--- config.mk ---
export PLATFORM = sky130hd
export DESIGN_NAME = ring_fetch
export DESIGN_NICKNAME = d
export VERILOG_FILES = /design/src/rtl/ring_pkg.sv /design/src/rtl/ring_tick.sv /design/src/rtl/ring_ptr.sv /design/src/rtl/ring_seq.sv /design/src/rtl/ring_fetch.sv
export SDC_FILE = /design/constraint.sdc
export NUM_CORES = 1
export LEC_CHECK = 0
export ABC_AREA = 1
export CORE_MARGIN = 4
export CORE_UTILIZATION = 46
export CTS_BUF_LIST = sky130_fd_sc_hd__clkbuf_8
export DETAILED_ROUTE_END_ITERATION = 16
export PLACE_DENSITY = 0.81
export SLEW_MARGIN = 20
export SYNTH_ARGS = -nofsm -noshare
export SYNTH_HDL_FRONTEND = slang
export SYNTH_HIERARCHICAL = 1
export SYNTH_SLANG_ARGS = --single-unit
--- constraint.sdc ---
create_clock -name clk -period 6.25 [get_ports clk]
set_clock_uncertainty 0.2 [all_clocks]
set_input_delay 0.625 -clock clk [delete_from_list [all_inputs] [get_ports clk]]
set_output_delay 0.625 -clock clk [all_outputs]
set_load 0.05 [all_outputs]
--- src/rtl/ring_pkg.sv ---
package ring_pkg;

    localparam int DWORD_W    = 32;
    localparam int DESC_BYTES = 16;
    localparam int LEN_W      = 24;

    typedef enum logic [2:0] {
        ST_IDLE,
        ST_WAIT,
        ST_READ,
        ST_MOVE,
        ST_WBACK
    } seq_state_e;

    // Layout of descriptor dword 0; the bit positions are shared with host software.
    typedef struct packed {
        logic             owned;
        logic             to_host;
        logic             irq;
        logic             setreg;
        logic [1:0]       rsvd;
        logic             ovf;
        logic             eot;
        logic [LEN_W-1:0] len;
    } head_word_t;

    function automatic head_word_t retire_word(head_word_t d, logic ovf, logic eot);
        head_word_t r;
        r       = d;
        r.owned = 1'b0;
        r.rsvd  = 2'b00;
        r.ovf   = ovf;
        r.eot   = eot;
        return r;
    endfunction

endpackage

--- src/rtl/ring_tick.sv ---
module ring_tick #(
    parameter int CYC_PER_MS = 100000,
    parameter int PER_W      = 10
) (
    input  logic             clk,
    input  logic             rst,
    input  logic             arm,
    input  logic             per_we,
    input  logic [PER_W-1:0] per_wdata,
    output logic             expire
);
    localparam int CNT_W = (CYC_PER_MS > 1) ? $clog2(CYC_PER_MS) : 1;
    localparam logic [CNT_W-1:0] PRE_LAST = CNT_W'(CYC_PER_MS - 1);
    localparam logic [PER_W-1:0] PER_ONE  = PER_W'(1);

    logic [CNT_W-1:0] pre_q;
    logic [PER_W-1:0] per_q;
    logic [PER_W-1:0] wait_q;
    logic             tick;

    assign tick   = (pre_q == PRE_LAST) && !arm;
    assign expire = tick && (wait_q == PER_ONE);

    always_ff @(posedge clk) begin
        if (rst) begin
            per_q <= PER_ONE;
        end else if (per_we) begin
            per_q <= (per_wdata == '0) ? PER_ONE : per_wdata;
        end
    end

    always_ff @(posedge clk) begin
        if (rst || arm) begin
            pre_q <= '0;
        end else if (pre_q == PRE_LAST) begin
            pre_q <= '0;
        end else begin
            pre_q <= pre_q + CNT_W'(1);
        end
    end

    always_ff @(posedge clk) begin
        if (rst) begin
            wait_q <= '0;
        end else if (arm) begin
            wait_q <= per_q;
        end else if (tick && wait_q != '0) begin
            wait_q <= wait_q - PER_ONE;
        end
    end

endmodule

--- src/rtl/ring_ptr.sv ---
module ring_ptr #(
    parameter int AW       = 64,
    parameter int OFS_W    = 20,
    parameter int MASK_LSB = 12
) (
    input  logic             clk,
    input  logic             rst,
    input  logic             advance,
    input  logic [AW-1:0]    base,
    input  logic [OFS_W-1:0] mask,
    output logic [AW-1:0]    slot_addr
);
    import ring_pkg::*;

    localparam logic [OFS_W-1:0] LOW_ONES = OFS_W'((64'd1 << MASK_LSB) - 64'd1);
    localparam logic [OFS_W-1:0] STEP     = OFS_W'(DESC_BYTES);

    logic [OFS_W-1:0] ofs_q;
    logic [OFS_W-1:0] eff_mask;

    assign eff_mask  = mask | LOW_ONES;
    assign slot_addr = base + AW'(ofs_q);

    always_ff @(posedge clk) begin
        if (rst) begin
            ofs_q <= '0;
        end else if (advance) begin
            ofs_q <= (ofs_q + STEP) & eff_mask;
        end
    end

endmodule

--- src/rtl/ring_seq.sv ---
module ring_seq #(
    parameter int AW = 64
) (
    input  logic          clk,
    input  logic          rst,
    input  logic          enable,
    input  logic          poll_now,
    input  logic          expire,
    output logic          arm,
    output logic          advance,
    input  logic [AW-1:0] slot_addr,
    output logic          mem_req,
    output logic          mem_we,
    output logic [AW-1:0] mem_addr,
    output logic [31:0]   mem_wdata,
    input  logic          mem_ack,
    input  logic [31:0]   mem_rdata,
    output logic          mv_start,
    output logic          mv_dir,
    output logic [23:0]   mv_len,
    output logic [31:0]   mv_board,
    output logic [63:0]   mv_host,
    input  logic          mv_done,
    input  logic          mv_ovf,
    input  logic          mv_eot,
    output logic [31:0]   hi_to,
    output logic [31:0]   hi_from,
    output logic          done_evt,
    output logic          done_dir
);
    import ring_pkg::*;

    seq_state_e  state;
    logic [1:0]  idx;
    logic [31:0] dw_q [4];
    logic        ovf_q, eot_q, start_q;
    logic [31:0] hi_to_q, hi_from_q;
    head_word_t  head;
    logic        rd_hit, empty_hit;

    assign head      = head_word_t'(dw_q[0]);
    assign rd_hit    = (state == ST_READ) && mem_ack;
    assign empty_hit = rd_hit && (idx == 2'd0) && !mem_rdata[31];

    assign mem_req   = (state == ST_READ) || (state == ST_WBACK);
    assign mem_we    = (state == ST_WBACK);
    assign mem_addr  = mem_we ? slot_addr : slot_addr + AW'({idx, 2'b00});
    assign mem_wdata = retire_word(head, ovf_q, eot_q);

    assign arm       = ((state == ST_IDLE) && enable) || empty_hit;
    assign advance   = (state == ST_WBACK) && mem_ack;
    assign done_evt  = advance && head.irq && !head.setreg;
    assign done_dir  = head.to_host;

    assign mv_start  = start_q;
    assign mv_dir    = head.to_host;
    assign mv_len    = head.len;
    assign mv_board  = dw_q[1];
    assign mv_host   = {dw_q[3], dw_q[2]};
    assign hi_to     = hi_to_q;
    assign hi_from   = hi_from_q;

    always_ff @(posedge clk) begin
        if (rst) begin
            state     <= ST_IDLE;
            idx       <= 2'd0;
            for (int i = 0; i < 4; i++) dw_q[i] <= '0;
            ovf_q     <= 1'b0;
            eot_q     <= 1'b0;
            start_q   <= 1'b0;
            hi_to_q   <= '0;
            hi_from_q <= '0;
        end else begin
            start_q <= 1'b0;
            case (state)
                ST_IDLE: if (enable) state <= ST_WAIT;
                ST_WAIT: begin
                    if (!enable) begin
                        state <= ST_IDLE;
                    end else if (poll_now || expire) begin
                        state <= ST_READ;
                        idx   <= 2'd0;
                    end
                end
                ST_READ: if (mem_ack) begin
                    dw_q[idx] <= mem_rdata;
                    if (idx == 2'd0) begin
                        ovf_q <= 1'b0;
                        eot_q <= 1'b0;
                    end
                    if (empty_hit) begin
                        state <= ST_WAIT;
                    end else if (idx == 2'd3) begin
                        if (head.setreg) begin
                            if (head.to_host) hi_to_q   <= dw_q[1];
                            else              hi_from_q <= dw_q[1];
                            state <= ST_WBACK;
                        end else begin
                            start_q <= 1'b1;
                            state   <= ST_MOVE;
                        end
                    end else begin
                        idx <= idx + 2'd1;
                    end
                end
                ST_MOVE: if (mv_done) begin
                    ovf_q <= mv_ovf;
                    eot_q <= mv_eot;
                    state <= ST_WBACK;
                end
                ST_WBACK: if (mem_ack) begin
                    idx   <= 2'd0;
                    state <= enable ? ST_READ : ST_IDLE;
                end
                default: state <= ST_IDLE;
            endcase
        end
    end

endmodule

--- src/rtl/ring_fetch.sv ---
module ring_fetch #(
    parameter int AW         = 64,
    parameter int OFS_W      = 20,
    parameter int MASK_LSB   = 12,
    parameter int PER_W      = 10,
    parameter int CYC_PER_MS = 100000
) (
    input  logic             clk,
    input  logic             rst,
    input  logic [AW-1:0]    cfg_base,
    input  logic [OFS_W-1:0] cfg_mask,
    input  logic             cfg_enable,
    input  logic             cfg_clear,
    input  logic             per_we,
    input  logic [PER_W-1:0] per_wdata,
    input  logic             poll_now,
    output logic             mem_req,
    output logic             mem_we,
    output logic [AW-1:0]    mem_addr,
    output logic [31:0]      mem_wdata,
    input  logic             mem_ack,
    input  logic [31:0]      mem_rdata,
    output logic             mv_start,
    output logic             mv_dir,
    output logic [23:0]      mv_len,
    output logic [31:0]      mv_board,
    output logic [63:0]      mv_host,
    input  logic             mv_done,
    input  logic             mv_ovf,
    input  logic             mv_eot,
    output logic [31:0]      hi_to,
    output logic [31:0]      hi_from,
    output logic             done_evt,
    output logic             done_dir
);
    logic          eng_rst;
    logic          arm, expire, advance;
    logic [AW-1:0] slot_addr;

    assign eng_rst = rst || cfg_clear;

    ring_tick #(.CYC_PER_MS(CYC_PER_MS), .PER_W(PER_W)) u_tick (
        .clk(clk), .rst(rst), .arm(arm), .per_we(per_we),
        .per_wdata(per_wdata), .expire(expire)
    );

    ring_ptr #(.AW(AW), .OFS_W(OFS_W), .MASK_LSB(MASK_LSB)) u_ptr (
        .clk(clk), .rst(eng_rst), .advance(advance), .base(cfg_base),
        .mask(cfg_mask), .slot_addr(slot_addr)
    );

    ring_seq #(.AW(AW)) u_seq (
        .clk(clk), .rst(eng_rst), .enable(cfg_enable), .poll_now(poll_now),
        .expire(expire), .arm(arm), .advance(advance), .slot_addr(slot_addr),
        .mem_req(mem_req), .mem_we(mem_we), .mem_addr(mem_addr),
        .mem_wdata(mem_wdata), .mem_ack(mem_ack), .mem_rdata(mem_rdata),
        .mv_start(mv_start), .mv_dir(mv_dir), .mv_len(mv_len),
        .mv_board(mv_board), .mv_host(mv_host), .mv_done(mv_done),
        .mv_ovf(mv_ovf), .mv_eot(mv_eot), .hi_to(hi_to), .hi_from(hi_from),
        .done_evt(done_evt), .done_dir(done_dir)
    );

endmodule

==> results.txt <==
The flow ran to the end, and the final reports show no timing, DRC or antenna violations. The number of buffers created by CTS is 41. The initial core utilization came out at 46.5%. For this run, asynchronously set or reset flops after synthesis account for 0%. In this run the most critical hold path is launched from u_seq/hi_to[1]$_SDFFE_PP0P_. Setup repair after global routing left no endpoint under its margin.

The total of buffers placed on input and output ports is 402. The share of the Yosys chip area taken by registers is 38.7%. The clock latency on the worst-skew pair is 0.55 ns. After clock tree synthesis, the clock-pin slew on the worst setup and hold paths is 0.06 ns. The initial antenna violation count is 0.

The path with the worst hold slack has its endpoint at u_seq/hi_to[1]$_SDFFE_PP0P_. The share of the clock period used by the worst path after layout is 96.3%. After detailed routing, the number of remaining DRC violations is 0.

Setup violations remaining at the end of the flow were counted as 0. The die area came out at 37900 um^2. The floorplan has 68 rows.

The register bit total from synthesis came out at 248. The worst-case reg-to-reg path depth came out at 18. The deepest level of the CTS H-tree is 2.

The count of cells along the worst hold path came out at 2. The clock sink count is 248. The completed layout was analyzed and its total power is 3940 uW. The final layout contains routed wiring with a total length of 61100 um.

By area the synthesized netlist is led by edfxtp_1 (23%), dfxtp_1 (16%), nand2_1 (14%). edfxtp_1 takes more of the synthesized area than any other cell. The tree is rooted in a clkbuf_8. The final net count came out at 2831.

The minimum clock period is 6.02 ns. STA classifies the critical path endpoint as an output port. The floorplan die height is 195 um.

The number of global-route vias before repair came out at 15900. The number of I/O pins is 422. The count of flip-flops with a built-in enable after synthesis is 123. The wire-length estimate of the detail-placed layout is 48600 um. Among all flip-flop cells after synthesis, the most frequent one is dfxtp_1. The total of hold buffers inserted after clock tree synthesis is 0. TritonCTS built the clock tree. The reg-to-reg critical path startpoint is u_seq/idx[0]$_SDFFE_PP0P_. Synthesis produced a netlist whose cell count is 2298. In this run the tightest slew margin relative to its limit is 41.0%.

The sum of overflow across all layers after global routing came out at 0. The floorplan die width came out at 195 um. The worst path arrival time is 5.20 ns. The cell area after synthesis came out at 16000 um^2. The pin count of the biggest net entering global routing came out at 66. The area growth from synthesis to layout came out at 31.0%. The mean routed wirelength per cell is 19.3 um. The total via count after detailed routing is 16900. The core region is 34500 um^2. The proportion of netlist area held by the largest area contributor came out at 23.0%.

The final count of hold timing violations was 0. The register-to-register setup slack is 2.63 ns. For this run, the detailed router's first-pass iteration total came to 6.

The number of warning messages in the yosys log is 6. The actual slew at the worst max-slew pin came out at 0.882 ns. The buffer levels on the longest clock path came out at 3.

The placer's final routability congestion estimate is 1.01. The DRC violation total after the first TritonRoute iteration came out at 1685. In the layout the commonest cells are nand2_1 (601), clkdlybuf4s50_1 (363), inv_1 (344).

For this run, the total global-route usage over all layers was measured as 30.4%. The number of routed nets with antenna violations is 0. The number of pins with negative max-slew slack in the final report came out at 0. The max capacitance violation total came out at 0. The total placed instance area is 20200 um^2. The critical path is of the in -> out type. Summed over all failing endpoints, the final setup total negative slack is 0 ns. With fillers left out, the area of the finished cells amounts to 21000 um^2. The number of different library cells in the post-synthesis netlist is 49. The fmax is 166 MHz. The worst setup path is launched from a primary input. The total inserted antenna cells came out at 0. The first global-routing pass estimated 91000 um of wire. The power per standard cell area is 188 nW/um^2.

The classification of the worst-slack hold path is reg -> reg. The post-route netlist has 8.55% of its cells at a drive strength greater than 1. The worst register-to-register path ends at u_seq/state[1]$_SDFFE_PP0P_. The data required time at the worst endpoint came out at 5.42 ns. The synthesized area divided by synthesized cell count is 6.98 um^2. VDD sags by at most 149 uV. The leakage power summed over all cells is 0.00897 uW. Of all nets on the critical path, the largest fanout is 7. The library cell used most frequently in the layout, excluding fill and tap cells, is nand2_1. Dividing the detail-routed via count by the number of cells gives 5.37.
-- worst max-delay path by stage --
stage | startpoint | end | cells after the start
final | cfg_base[4] | mem_addr[57] | 19
after global routing | cfg_base[4] | mem_addr[19] | 21
after CTS | cfg_base[4] | mem_addr[35] | 21
after detailed placement | cfg_base[4] | mem_addr[35] | 21
after global placement | cfg_base[4] | mem_addr[47] | 21
after floorplan | cfg_base[4] | mem_addr[34] | 19
-- state kept, by name (all words and copies together), names as in the netlist --
name and count:
u_seq/state 3, u_seq/dw_q 123, u_seq/mv_start 1, u_ptr/ofs_q 16, u_seq/hi_to 32, u_seq/eot_q 1, u_seq/ovf_q 1, u_tick/per_q 10
u_tick/pre_q 17, u_tick/wait_q 10, u_seq/hi_from 32, u_seq/idx 2
-- power by group --
| part | switching, uW | internal [uW] | total, uW |
|---|---|---|---|
| combinational | 558 | 259 | 817 |
| sequential | 33.2 | 1750 | 1780 |
| clock | 650 | 693 | 1340 |
| total | 1240 | 2700 | 3940 |
-- cell type report --
class,count,area [um^2]
fill,3139,13500
multi-input combinational,1622,8030
sequential,248,6200
timing repair buffer,416,4150
inverter,340,1280
clock buffer,47,647
tap,455,569
clock inverter,28,128
-- synth_stat cells (24+ instances only) --
cell      number
xor2_1        42
buf_4         47
inv_1        324
nor2_2        24
nand3_1      193
dfxtp_1      125
nor3_1        76
o21ai_1       31
ha_1          24
nand2_1      602
nor2_1       294
edfxtp_1     123
o21ai_0       43
nand4_1       40
nand2_2       28
a21oi_1      101
-- per-stage QoR --
| stage | setup slack (ns) | hold slack [ns] | cells | utilization [%] |
|---|---|---|---|---|
| global route | 0.0212 | 0.265 | 3156 | 60.9 |
| CTS | 0.263 | 0.245 | 3156 | 60.8 |
| global placement | 0.343 | 0.232 | 3080 | 58.5 |
| floorplan | 1.62 | 0.229 | 2300 | - |
| finish | 0.229 | 0.247 | 3156 | 60.9 |
| detailed placement | 0.268 | 0.236 | 3081 | 58.6 |
-- routing by layer --
metal,vias up,wire length (um),GRT usage [%],share of wire (%)
li1,8049,-,-,-
met1,7878,23900,38.2,39
met2,857,29700,52.3,49
met3,151,4800,4.54,7.9
met4,0,2690,12.6,4.4
met5,-,0,0,0
-- critical path: stages --
cell and delay, ns:
clkdlybuf4s50_1 0.55, ha_1 0.24, inv_1 0.07, fa_1 0.40, inv_1 0.13, nand3_1 0.10
nand3_1 0.32, a21oi_1 0.23, o21ai_2 0.34, xor2_2 0.33, nand2_1 0.17, inv_1 0.13
nand2_1 0.07, nor2_1 0.17, nand2_1 0.12, nor2_4 0.20, nand3b_1 0.11, nand2_1 0.09
clkdlybuf4s50_1 0.80
-- kinds of logic (layout without fill, tap and decap cells) --
kind of cell,Yosys count,count (layout),share of synthesized area (%)
buffers and inverters,430,831,11.7
other,1,3,0.0234
AO/OA/AOI/OAI,199,199,6.63
flip-flops,248,248,38.7
XOR/XNOR,64,64,3.50
adder cells (fa/ha/maj),26,26,2.12
AND/OR/NAND/NOR,1330,1330,37.4
-- repair_timing --
item | CTS | global route
setup endpoints to repair | 0 | 10
endpoints found under the hold margin | 0 | 0
gates resized for setup | 0 | 9
setup buffers | 0 | 0
No activity file was read; power rests on OpenSTA's default activity.
